**config.mk**
```make
export PLATFORM = sky130hd
export DESIGN_NAME = pwm_fan_gen
export DESIGN_NICKNAME = d
export VERILOG_FILES = /design/src/rtl/pwm_gen_pkg.sv /design/src/rtl/pwm_prescaler.sv /design/src/rtl/pwm_period_ctr.sv /design/src/rtl/pwm_edge_gen.sv /design/src/rtl/pwm_fan_gen.sv
export SDC_FILE = /design/constraint.sdc
export NUM_CORES = 1
export LEC_CHECK = 0
export BUFFER_PORTS_ARGS = -buffer_cell sky130_fd_sc_hd__buf_2
export CORE_ASPECT_RATIO = 0.7
export CORE_MARGIN = 2
export CORE_UTILIZATION = 47
export DETAILED_ROUTE_END_ITERATION = 10
export PLACE_DENSITY_LB_ADDON = 0.05
export SYNTH_ARGS = -nofsm -noshare
export SYNTH_HDL_FRONTEND = slang
export SYNTH_HIERARCHICAL = 1
export SYNTH_SLANG_ARGS = --single-unit
```
**constraint.sdc**
```tcl
create_clock -name clk_i -period 3.6 [get_ports clk_i]
set_input_delay 0 -clock clk_i [delete_from_list [all_inputs] [get_ports clk_i]]
set_output_delay 0 -clock clk_i [all_outputs]
set_load 0.02 [all_outputs]
```
**src/rtl/pwm_gen_pkg.sv**
```systemverilog
package pwm_gen_pkg;
  localparam int PT_W     = 8;
  localparam int HI_W_DEF = 3;
  localparam int LO_W_DEF = 4;

  typedef struct packed {
    logic [PT_W-1:0] rise;
    logic [PT_W-1:0] fall;
    logic [PT_W-1:0] unit;
  } pts_t;

  function automatic logic in_window(logic [PT_W-1:0] p, logic [PT_W-1:0] r,
                                     logic [PT_W-1:0] f);
    if (r == f)     return 1'b1;
    else if (r < f) return (p >= r) && (p < f);
    else            return (p >= r) || (p < f);
  endfunction
endpackage

```
**src/rtl/pwm_prescaler.sv**
```systemverilog
module pwm_prescaler #(
  parameter int HI_W = 3,
  parameter int LO_W = 4
) (
  input  logic            clk_i,
  input  logic            rst_ni,
  input  logic            run_i,
  input  logic [HI_W-1:0] div_hi_i,
  input  logic [LO_W-1:0] div_lo_i,
  output logic            tick_o
);
  localparam int HI_CNT_W = (1 << HI_W) - 1;
  localparam int LO_CNT_W = LO_W + 1;

  logic [HI_CNT_W-1:0] hi_cnt;
  logic [HI_CNT_W:0]   hi_span, hi_lim;
  logic [LO_CNT_W-1:0] lo_cnt, lo_lim;
  logic                hi_last, lo_last;

  assign hi_span = (HI_CNT_W+1)'(1) << div_hi_i;
  assign hi_lim  = hi_span - (HI_CNT_W+1)'(1);
  assign hi_last = ({1'b0, hi_cnt} == hi_lim);

  // field 0 -> /1, else /(2*field)
  assign lo_lim  = (div_lo_i == '0) ? '0 : ({div_lo_i, 1'b0} - LO_CNT_W'(1));
  assign lo_last = (lo_cnt == lo_lim);

  assign tick_o  = run_i & hi_last & lo_last;

  always_ff @(posedge clk_i or negedge rst_ni) begin
    if (!rst_ni) begin
      hi_cnt <= '0;
      lo_cnt <= '0;
    end else if (!run_i) begin
      hi_cnt <= '0;
      lo_cnt <= '0;
    end else if (hi_last) begin
      hi_cnt <= '0;
      lo_cnt <= lo_last ? '0 : lo_cnt + LO_CNT_W'(1);
    end else begin
      hi_cnt <= hi_cnt + HI_CNT_W'(1);
    end
  end
endmodule

```
**src/rtl/pwm_period_ctr.sv**
```systemverilog
module pwm_period_ctr
  import pwm_gen_pkg::*;
(
  input  logic            clk_i,
  input  logic            rst_ni,
  input  logic            run_i,
  input  logic            tick_i,
  input  pts_t            pts_i,
  output logic [PT_W-1:0] pos_o,
  output pts_t            shadow_o
);
  logic [PT_W-1:0] pos_q;
  pts_t            sh_q;
  logic            wrap;

  assign wrap     = tick_i && (pos_q == sh_q.unit);
  assign pos_o    = pos_q;
  assign shadow_o = sh_q;

  always_ff @(posedge clk_i or negedge rst_ni) begin
    if (!rst_ni) begin
      pos_q <= '0;
      sh_q  <= '0;
    end else if (!run_i) begin
      pos_q <= '0;
      sh_q  <= pts_i;
    end else if (wrap) begin
      pos_q <= '0;
      sh_q  <= pts_i;   // reload only at period boundary
    end else if (tick_i) begin
      pos_q <= pos_q + PT_W'(1);
    end
  end
endmodule

```
**src/rtl/pwm_edge_gen.sv**
```systemverilog
module pwm_edge_gen
  import pwm_gen_pkg::*;
(
  input  logic            clk_i,
  input  logic            rst_ni,
  input  logic            run_i,
  input  logic [PT_W-1:0] pos_i,
  input  pts_t            shadow_i,
  output logic            pwm_o
);
  logic lvl;

  assign lvl = in_window(pos_i, shadow_i.rise, shadow_i.fall);

  always_ff @(posedge clk_i or negedge rst_ni) begin
    if (!rst_ni) pwm_o <= 1'b0;
    else         pwm_o <= run_i & lvl;
  end
endmodule

```
**src/rtl/pwm_fan_gen.sv**
```systemverilog
module pwm_fan_gen
  import pwm_gen_pkg::*;
#(
  parameter int HI_W = HI_W_DEF,
  parameter int LO_W = LO_W_DEF
) (
  input  logic            clk_i,
  input  logic            rst_ni,
  input  logic            en_i,
  input  logic [HI_W-1:0] div_hi_i,
  input  logic [LO_W-1:0] div_lo_i,
  input  logic [PT_W-1:0] unit_i,
  input  logic [PT_W-1:0] rise_i,
  input  logic [PT_W-1:0] fall_i,
  output logic            pwm_o
);
  logic            tick_w;
  logic [PT_W-1:0] pos_w;
  pts_t            pts_in, shadow_w;

  assign pts_in = '{rise: rise_i, fall: fall_i, unit: unit_i};

  pwm_prescaler #(.HI_W(HI_W), .LO_W(LO_W)) u_pre (
    .clk_i    (clk_i),
    .rst_ni   (rst_ni),
    .run_i    (en_i),
    .div_hi_i (div_hi_i),
    .div_lo_i (div_lo_i),
    .tick_o   (tick_w)
  );

  pwm_period_ctr u_ctr (
    .clk_i    (clk_i),
    .rst_ni   (rst_ni),
    .run_i    (en_i),
    .tick_i   (tick_w),
    .pts_i    (pts_in),
    .pos_o    (pos_w),
    .shadow_o (shadow_w)
  );

  pwm_edge_gen u_edge (
    .clk_i    (clk_i),
    .rst_ni   (rst_ni),
    .run_i    (en_i),
    .pos_i    (pos_w),
    .shadow_i (shadow_w),
    .pwm_o    (pwm_o)
  );
endmodule

```
==> run metrics, run 1 <==
status complete, no violations; hold_sp en_i; number of gates resized after CTS 0; Worst-Skew Late Latency ~0.30 ns; RR Startpoint u_pre/hi_cnt[4]; WP buf/inv 1; Vias/cell 5.48; area grow syn2layout 21.0%; Final Slew Violations 0; setup TNS 0 ns; drt total wl 6120 µm; worst endpoint required time 3.78 ns; I/O Buffers 34; Yosys cell types just over 50; PD cells 310 nW/µm²; die width 97.3 µm; fin crit share 0.848; most frequent cells in the layout dfrtp_1 (45), buf_2 (34), ha_1 (26); kind of critical path flip-flop to flip-flop; layout cells sized above 1 0.165; Cell Rows 23; largest net degree at the start of global routing 46; Mapped Cells about 280; postcts setup bufs 0; WL met1 roughly 3200 µm; first-pass detailed-route iteration total 4; Non-Filler Instances 421; Post-Syn Area per Cell 10.2 µm²; clock skew 0.00884 ns; ys async rst share 1.00; leakage power 1.58 nW; Clock H-tree levels 2; Synth Flop Type dfrtp_1; global route overflow 0; Initial Utilization 0.493; io pins 35; total CTS buffers 5; number of max-cap violations 0; mapped cell area around 2900 µm²; VDD IR-drop max 0.143 mV; largest stage delay on the critical path 0.47 ns; Critical Path Source Type flip-flop; post-synth top area share 0.393; min cycle time layout 3.05 ns; Root Buffer clkbuf_8; CTS sink cnt 45; cells along the critical path or4b_1 > o311ai_0 > a22oi_1 > a211oi_4 > nand2_1 > nor2_1 > nand2_1 > o31ai_4 > buf_4 > mux2_1; CTS tree built; hold_ws just over 0.09 ns; height of the die 69.3 µm; Core Area roughly 5800 µm²; Worst EP arrival 3.24 ns; cts hold-fix bufs 25; worst setup path startpoint u_pre/hi_cnt[4]; # DRC 0; Layout Nets 405; initial antenna violation count 0; Fin. Hold Viols 0; total number of vias roughly 2300; synth top area cells dfrtp_1 (39%), ha_1 (11%), mux2_1 (9.4%); unrepaired setup endpoints after global routing no; WL/cell between 10 and 15 µm; Initial DRC Count 84; Longest Clk Path Bufs 2; total track usage 0.189; Syn Nets 342; critical path's slowest cell or4b_1; Seq cells post-synth 45; # diodes 0; Crit path max-delay family compound AO/OA/AOI/OAI gates; Max Freq 0.328 GHz; top sig layer met4; CP most frequent cell nand2_1; Yosys top cell by area dfrtp_1; placed cells 388; FF-to-FF setup slack 0.55 ns; RePlAce Congestion 0.818; Critical Path End Type flip-flop; met3 WL 210 µm; first-pass GRT wire length 10300 µm; measured slew at the worst slew-check pin 1.01 ns; Seq/Total Area, Yosys 0.393; final HPWL from detailed placement 4370 µm; Setup violations, final 0; post-route ant nets 0; DR WL met2 2650 µm; Reg clk slew, reported paths 0.09 ns; vias in the first global route around 2100; crit-path max FO 19; area of the die approximately 6700 µm²; Max-slew headroom 0.329; worst min-delay path class primary input to flip-flop; Post-synth EDFFs 0; Yosys Warn Count 6; most common cell after layout, fill and taps aside dfrtp_1
==> worst reg2reg max path: stages (launching register included) <==
cell and delay (ns):
dfrtp_1 0.46, or4b_1 0.48, o311ai_0 0.11, a22oi_1 0.16, a211oi_4 0.36, nand2_1 0.09
nor2_1 0.19, nand2_1 0.14, o31ai_4 0.27, buf_4 0.31, mux2_1 0.37
==> report_power, final <==
part           switching (mW)  internal, mW
clock                   0.175         0.135
sequential             0.0254         0.538
combinational           0.104         0.100
==> layer usage <==
metal,GRT usage,vias up
li1,-,1153
met1,0.287,1110
met2,0.279,40
met3,0.0373,5
met4,0.0417,0
met5,0,-
==> logic make-up after synthesis <==
family	share of synthesized area
AND/OR/NAND/NOR	0.172
adder cells (fa/ha/maj)	0.113
multiplexers	0.0943
AO/OA/AOI/OAI	0.127
XOR/XNOR	0.0611
buffers and inverters	0.0393
flip-flops	0.393
==> cell type report <==
class,count,area (µm²)
Sequential cell,45,1130
Fill cell,520,2340
Clock inverter,2,10.0
Tap cell,75,93.8
Timing Repair Buffer,62,443
Multi-Input combinational cell,209,1640
Inverter,22,82.6
Clock buffer,6,72.6
==> cell usage after synthesis (3+ instances only) <==
| master | count |
|---|---|
| inv_1 | 21 |
| a31oi_1 | 4 |
| nand2_1 | 16 |
| xor2_1 | 5 |
| a21oi_1 | 6 |
| nand3_1 | 9 |
| or4_1 | 3 |
| nand4_1 | 7 |
| xnor2_1 | 15 |
| dfrtp_1 | 45 |
| nand2b_1 | 4 |
| nor2_1 | 17 |
| buf_2 | 3 |
| o22ai_1 | 3 |
| mux2_1 | 24 |
| nor3_1 | 7 |
| nor2b_1 | 7 |
| nor4_1 | 4 |
| nand3b_1 | 4 |
| a21o_1 | 5 |
| ha_1 | 26 |
| o21ai_0 | 7 |
| o221ai_1 | 3 |
==> per-stage QoR <==
| step | setup slack, ns | area, µm² | total power [mW] | utilization |
|---|---|---|---|---|
| 2_1_floorplan | 0.627 | 2870 | 0.685 | - |
| 3_3_place_gp | 0.635 | 3140 | 0.748 | 0.540 |
| 3_5_place_dp | 0.549 | 3140 | 0.757 | 0.540 |
| 4_1_cts | 0.548 | 3470 | 1.09 | 0.597 |
| 5_1_grt | 0.370 | 3470 | 1.14 | 0.597 |
| 6_report | 0.547 | 3470 | 1.08 | 0.597 |
==> final timing paths <==
kind                                      end  cells past startpoint
max                        u_ctr/shadow_o[10]                     10
min in group asynchronous     u_pre/hi_cnt[3]                      2
min reg2reg                u_ctr/shadow_o[13]                      1
min                              u_edge/pwm_o                      3
max in group asynchronous   u_ctr/shadow_o[1]                      2
max reg2reg                u_ctr/shadow_o[10]                     10
==> sequential cells by signal, summed over array words and instances, names as in the netlist <==
name / count
u_ctr/shadow_o: 24
u_edge/pwm_o: 1
u_pre/lo_cnt: 5
u_ctr/pos_o: 8
u_pre/hi_cnt: 7
Power figures use the tool's default switching activity.
==> inputs of run 2 (changes only) <==
==> constraint.sdc (replaced) <==
create_clock -name clk_i -period 2.8 [get_ports clk_i]
set_input_delay 0 -clock clk_i [delete_from_list [all_inputs] [get_ports clk_i]]
set_output_delay 0 -clock clk_i [all_outputs]
set_load 0.02 [all_outputs]
==> run 2 against run 1 <==
Net effect: non-clock buffer count is 10 higher; sequential share of layout area decreased by 0.97 points; global-route usage fell by 0.56 points; clock power is 52% higher; sequential power up 28%; combinational power up 33%; largest cell class unchanged; largest power group unchanged.
==> run metrics, run 2 (synthesized netlist as in run 1, its figures left out) <==
number of gates resized after CTS 0 (unchanged); fin worst setup slack 0.102 ns (-0.445 ns); Max-slew headroom 0.326 (-0.00321); unrepaired setup endpoints after global routing yes; fin crit share 0.964 (+0.115); kind of critical path flip-flop to flip-flop; critical path's slowest cell or4b_1; worst endpoint required time 3.02 ns (-0.76 ns); worst r2r path cells 10 (unchanged); RePlAce Congestion 0.811 (-0.83%); Cell Rows 23 (unchanged); first-pass detailed-route iteration total 4 (unchanged); min cycle time layout 2.70 ns (-0.355 ns); postcts setup bufs 0 (unchanged); area grow syn2layout 24.7%; VDD IR-drop max 0.212 mV (+48%); hold_sp en_i; Min-Delay Endpoint u_edge/pwm_o; Worst-Skew Late Latency 0.29 ns (about the same); largest net degree at the start of global routing 46 (unchanged); initial antenna violation count 0 (unchanged); Max Freq 0.371 GHz (+13%); pre-CTS setup slack 0.109 ns (-0.440 ns); post-route ant nets 0 (unchanged); Vias/cell 5.31 (-3.2%); hold path depth 4 (+1); met3 Use GR 0.0333 (-0.00403); Initial Utilization 0.493 (unchanged); Longest Clk Path Bufs 2 (unchanged); total CTS buffers 5 (unchanged); Reg clk slew, reported paths 0.08 ns (about the same); Core Area 5810 µm² (unchanged); total track usage 0.183 (-0.00565); I/O Buffers 34 (unchanged); layout cells sized above 1 0.194 (+0.0296); # diodes 0 (unchanged); FF-to-FF setup slack 0.10 ns (-0.44 ns); Critical Path Source Type flip-flop; final HPWL from detailed placement 4500 µm (+2.8%); first-pass GRT wire length 10300 µm (+0.20%); # DRC 0 (unchanged); worst min-delay path class primary input to flip-flop; PD cells 409 nW/µm² (+32%); Critical Path End Type flip-flop; M2 GR Usage 0.279 (-0.000772); Root Buffer clkbuf_8; hold_ws 0.196 ns (+0.105 ns); placed cell area 3220 µm² (+2.7%); CTS tree built; GRT busiest layer met1; largest stage delay on the critical path 0.52 ns (+0.05 ns); fill count 509 (-2.1%); RR Startpoint u_pre/hi_cnt[4]; number of max-cap violations 0 (unchanged); WL/cell 13.9 µm (-4.5%); R2R Path End u_ctr/pos_o[7]; Initial DRC Count 89 (+6.0%); grt met1 use 0.279 (-0.00814); clock skew 0.00772 ns (-0.00112 ns); Final Slew Violations 0 (unchanged); io pins 35 (unchanged); cells along the critical path or4b_1 > o311ai_1 > a22oi_1 > a211oi_4 > nand2_1 > nor2_4 > nor2b_2 > or3_1 > or4_4 > a21oi_2; most frequent cells in the layout dfrtp_1 (45), buf_2 (34), ha_1 (26); Clock H-tree levels 2 (unchanged); most common cell after layout, fill and taps aside dfrtp_1; fin util 0.615 (+0.0183); post-route cell area 3580 µm² (+3.1%); height of the die 69.3 µm (unchanged); Setup violations, final 0 (unchanged); vias in the first global route 2234 (+6.0%); Worst EP arrival 2.92 ns (-0.32 ns); area of the die 6750 µm² (unchanged); Largest register FFs 24 (unchanged); measured slew at the worst slew-check pin 1.01 ns (+0.00481 ns); status complete, no violations; die width 97.3 µm (unchanged); global route overflow 0 (unchanged); Fin. Hold Viols 0 (unchanged); crit-path max FO 4 (-15); CTS sink cnt 45 (unchanged); Layout Nets 415 (+2.5%); setup TNS 0 ns (unchanged); drt total wl 5970 µm (-2.5%); total number of vias 2283 (-1.1%); leakage power 1.64 nW (+3.9%)
run 2: cell count changes in the layout (fill, tap and decap cells not counted), sizes merged:
cell and delta:
buf +10, bufinv +1, clkbuf -1, clkinv -1
run 2: metrics by stage:
stage	std cells	total power, mW
finish	430	1.46
global route	430	1.56
CTS	430	1.49
detailed placement	398	0.980
global placement	398	0.969
floorplan	282	0.883
run 2: final cells by class:
| class | count | area (µm²) | share of cell area |
|---|---|---|---|
| multi-input combinational | 209 | 1650 | 0.462 |
| sequential | 45 | 1130 | 0.315 |
| timing repair buffer | 72 | 518 | 0.145 |
| tap | 75 | 93.8 | 0.0262 |
| inverter | 22 | 82.6 | 0.0231 |
| clock buffer | 5 | 68.8 | 0.0192 |
| clock inverter | 2 | 35.0 | 0.00980 |
run 2: critical path, delay by kind of cell (launching register included):
kind / cells / cell delay, ns
AND/OR/NAND/NOR: 6 / 1.67
AO/OA/AOI/OAI: 4 / 0.59
flip-flops: 1 / 0.38
run 2: worst max path at each step:
stage,startpoint,endpoint,slack [ns],depth (start not counted)
after CTS,u_pre/hi_cnt[4],u_ctr/pos_o[7],0.1,10
after detailed placement,u_pre/hi_cnt[4],u_ctr/shadow_o[23],0.11,10
after global routing,u_pre/hi_cnt[4],u_ctr/shadow_o[10],-0.0002,10
final,u_pre/hi_cnt[4],u_ctr/pos_o[7],0.10,10
after floorplan,u_pre/hi_cnt[4],u_ctr/pos_o[7],-0.07,10
after global placement,u_pre/hi_cnt[4],u_ctr/pos_o[7],0.15,10
run 2: what timing repair did:
item,4_1_cts,5_1_grt
endpoints found under the setup margin,0,1
hold buffers,25,0
endpoints found under the hold margin,69,0
run 2: routing by layer:
metal | wire (µm) | vias to the layer above
met3 | 156 | 2
met4 | 12 | 0
li1 | - | 1178
met1 | 3250 | 1073
met5 | 0 | -
met2 | 2550 | 30
run 2: power by group:
group	switching, mW	internal [mW]
Clock	0.211	0.259
Combinational	0.136	0.135
Sequential	0.0307	0.691
Total	0.378	1.09
==> inputs of run 3 (changes only) <==
--- a/config.mk
+++ b/config.mk
@@ -10,7 +10,7 @@
 export CORE_MARGIN = 2
 export CORE_UTILIZATION = 47
 export DETAILED_ROUTE_END_ITERATION = 10
-export PLACE_DENSITY_LB_ADDON = 0.05
+export PLACE_DENSITY = 0.66
 export SYNTH_ARGS = -nofsm -noshare
 export SYNTH_HDL_FRONTEND = slang
 export SYNTH_HIERARCHICAL = 1
==> run 3 against run 2 <==
Net effect: global-route usage fell by 0.094 points; combinational power rose by 3%; die area did not move; critical path type unchanged.
==> run metrics, run 3 (synthesized netlist as in run 1, its figures left out) <==
Clock H-tree levels 2 (unchanged); # diodes 0 (unchanged); met3 WL 182 µm (+17%); FF-to-FF setup slack 0.06 ns (-0.04 ns); Gate power share 0.193 (+0.008); cells along the critical path or4b_1 > o311ai_1 > a22oi_2 > a211oi_4 > nand2_1 > nor2_4 > nand2_2 > o31ai_4 > buf_4 > buf_4 > mux2_1; fin crit share 0.978 (+0.0145); status complete, no violations; Critical Path Source Type flip-flop; clock skew 0.00544 ns (-0.00228 ns); hold_ws 0.101 ns (-0.0952 ns); Power, Total 1.44 mW (-1.5%); worst r2r path cells 11 (+1); RePlAce Congestion 0.788 (-2.8%); most common cell after layout, fill and taps aside dfrtp_1; worst min-delay path class primary input to flip-flop; critical path's slowest cell or4b_1; post-route ant nets 0 (unchanged); Layout Nets 416 (+0.24%); measured slew at the worst slew-check pin 0.987 ns (-0.0238 ns); Fin. Hold Viols 0 (unchanged); Final Slew Violations 0 (unchanged); height of the die 69.3 µm (unchanged); drt total wl 6210 µm (+4.1%); crit-path max FO 7 (+3); Setup crit end u_ctr/shadow_o[5]; Worst EP arrival 2.92 ns (about the same); global route overflow 0 (unchanged); number of max-cap violations 0 (unchanged); Switching Share 0.268 (+0.00980); total CTS buffers 5 (unchanged); kind of critical path flip-flop to flip-flop; total track usage 0.182 (-0.000943); Root Buffer clkbuf_8; WL met1 3230 µm (-0.71%); switching power 0.386 mW (+2.2%); area of the die 6750 µm² (unchanged); final HPWL from detailed placement 4370 µm (-2.7%); R2R Path End u_ctr/shadow_o[5]; CTS sink cnt 45 (unchanged); top sig layer met4; CP most frequent cell buf_4; Max Freq 0.365 GHz (-1.5%); Setup violations, final 0 (unchanged); area grow syn2layout 26.2%; CTS tree built; Longest Clk Path Bufs 2 (unchanged); post-route cell area 3620 µm² (+1.2%); total number of vias 2342 (+2.6%); Seq pwr share 0.500 (+0.007); worst setup path startpoint u_pre/hi_cnt[4]; vias in the first global route 2187 (-2.1%); most frequent cells in the layout dfrtp_1 (45), buf_2 (34), ha_1 (26); die width 97.3 µm (unchanged); DR WL met2 2770 µm (+8.8%); VDD IR-drop max 0.214 mV (+0.58%); first-pass detailed-route iteration total 6 (+2); Vias/cell 5.42 (+2.1%); io pins 35 (unchanged); fin util 0.622 (+0.00732); I/O Buffers 34 (unchanged); Critical Path End Type flip-flop; largest stage delay on the critical path 0.51 ns (about the same); layout cells sized above 1 0.204 (+0.0101); min cycle time layout 2.74 ns (+0.0407 ns); Max-slew headroom 0.342 (+0.0159); placed cell area 3220 µm² (about the same); RR Startpoint u_pre/hi_cnt[4]; setup TNS 0 ns (unchanged); clock share of power 0.306 (-0.016); Reg clk slew, reported paths 0.08 ns (about the same); Worst-Skew Late Latency 0.30 ns (about the same); largest net degree at the start of global routing 46 (unchanged); WL/cell 14.4 µm (+3.6%); Largest register FFs 24 (unchanged); PD cells 398 nW/µm² (-2.7%); initial antenna violation count 0 (unchanged); Cell Rows 23 (unchanged); first-pass GRT wire length 10200 µm (-1.3%); Initial DRC Count 82 (-7.9%); # DRC 0 (unchanged); Core Area 5810 µm² (unchanged); Initial Utilization 0.493 (unchanged); leakage power 1.66 nW (+1.1%); worst endpoint required time 2.98 ns (-0.04 ns); Cell Int Power 1.06 mW (-2.8%)
==> run 3: through the flow <==
step	instances	setup slack, ns
6_report	432	0.0612
5_1_grt	432	-0.0564
4_1_cts	429	0.0959
3_5_place_dp	396	0.119
3_3_place_gp	396	0.161
2_1_floorplan	282	-0.0745
==> run 3: worst max-delay path, delay by kind of cell, from the launching register on <==
family / cells / cell delay [ns]
buffers and inverters: 2 / 0.33
muxes: 1 / 0.33
AOI/OAI and AO/OA: 4 / 0.72
and+or+nand+nor: 4 / 0.86
DFF: 1 / 0.38
==> run 3: layer usage <==
layer / global-route usage / up-vias
li1: - / 1169
met2: 0.278 / 36
met4: 0.0386 / 0
met3: 0.0373 / 5
met5: 0 / -
met1: 0.270 / 1132
==> run 3: area by class of cell <==
type	count	area [µm²]
sequential	45	1130
fill	510	2190
timing repair buffer	73	556
multi-input combinational	209	1660
clock buffer	7	96.3
clock inverter	1	5.00
inverter	22	82.6
tap	75	93.8
==> run 3: worst min path at each step <==
| stage | cells past startpoint | start | slack, ns | end |
|---|---|---|---|---|
| after floorplan | 0 | rst_ni | -0.30 | u_ctr/pos_o[0] |
| after global placement | 1 | rst_ni | 0.22 | u_ctr/shadow_o[4] |
| after detailed placement | 1 | rst_ni | 0.22 | u_ctr/shadow_o[4] |
| after CTS | 3 | en_i | 0.09 | u_edge/pwm_o |
| after global routing | 3 | en_i | 0.12 | u_edge/pwm_o |
| final | 3 | en_i | 0.10 | u_edge/pwm_o |
==> run 3: power groups by stage <==
| stage | sequential (mW) | clock, mW | combinational [mW] |
|---|---|---|---|
| final | 0.721 | 0.442 | 0.279 |
| after global routing | 0.728 | 0.483 | 0.315 |
| after CTS | 0.722 | 0.457 | 0.269 |
| after detailed placement | 0.735 | 0 | 0.242 |
| after global placement | 0.734 | 0 | 0.233 |
| after floorplan | 0.729 | 0 | 0.154 |
==> run 3: what timing repair did <==
action,4_1_cts,5_1_grt
hold buffers,25,0
resized for setup,0,2
endpoints found under the setup margin,0,1
endpoints found under the hold margin,69,0
buffers inserted,0,2
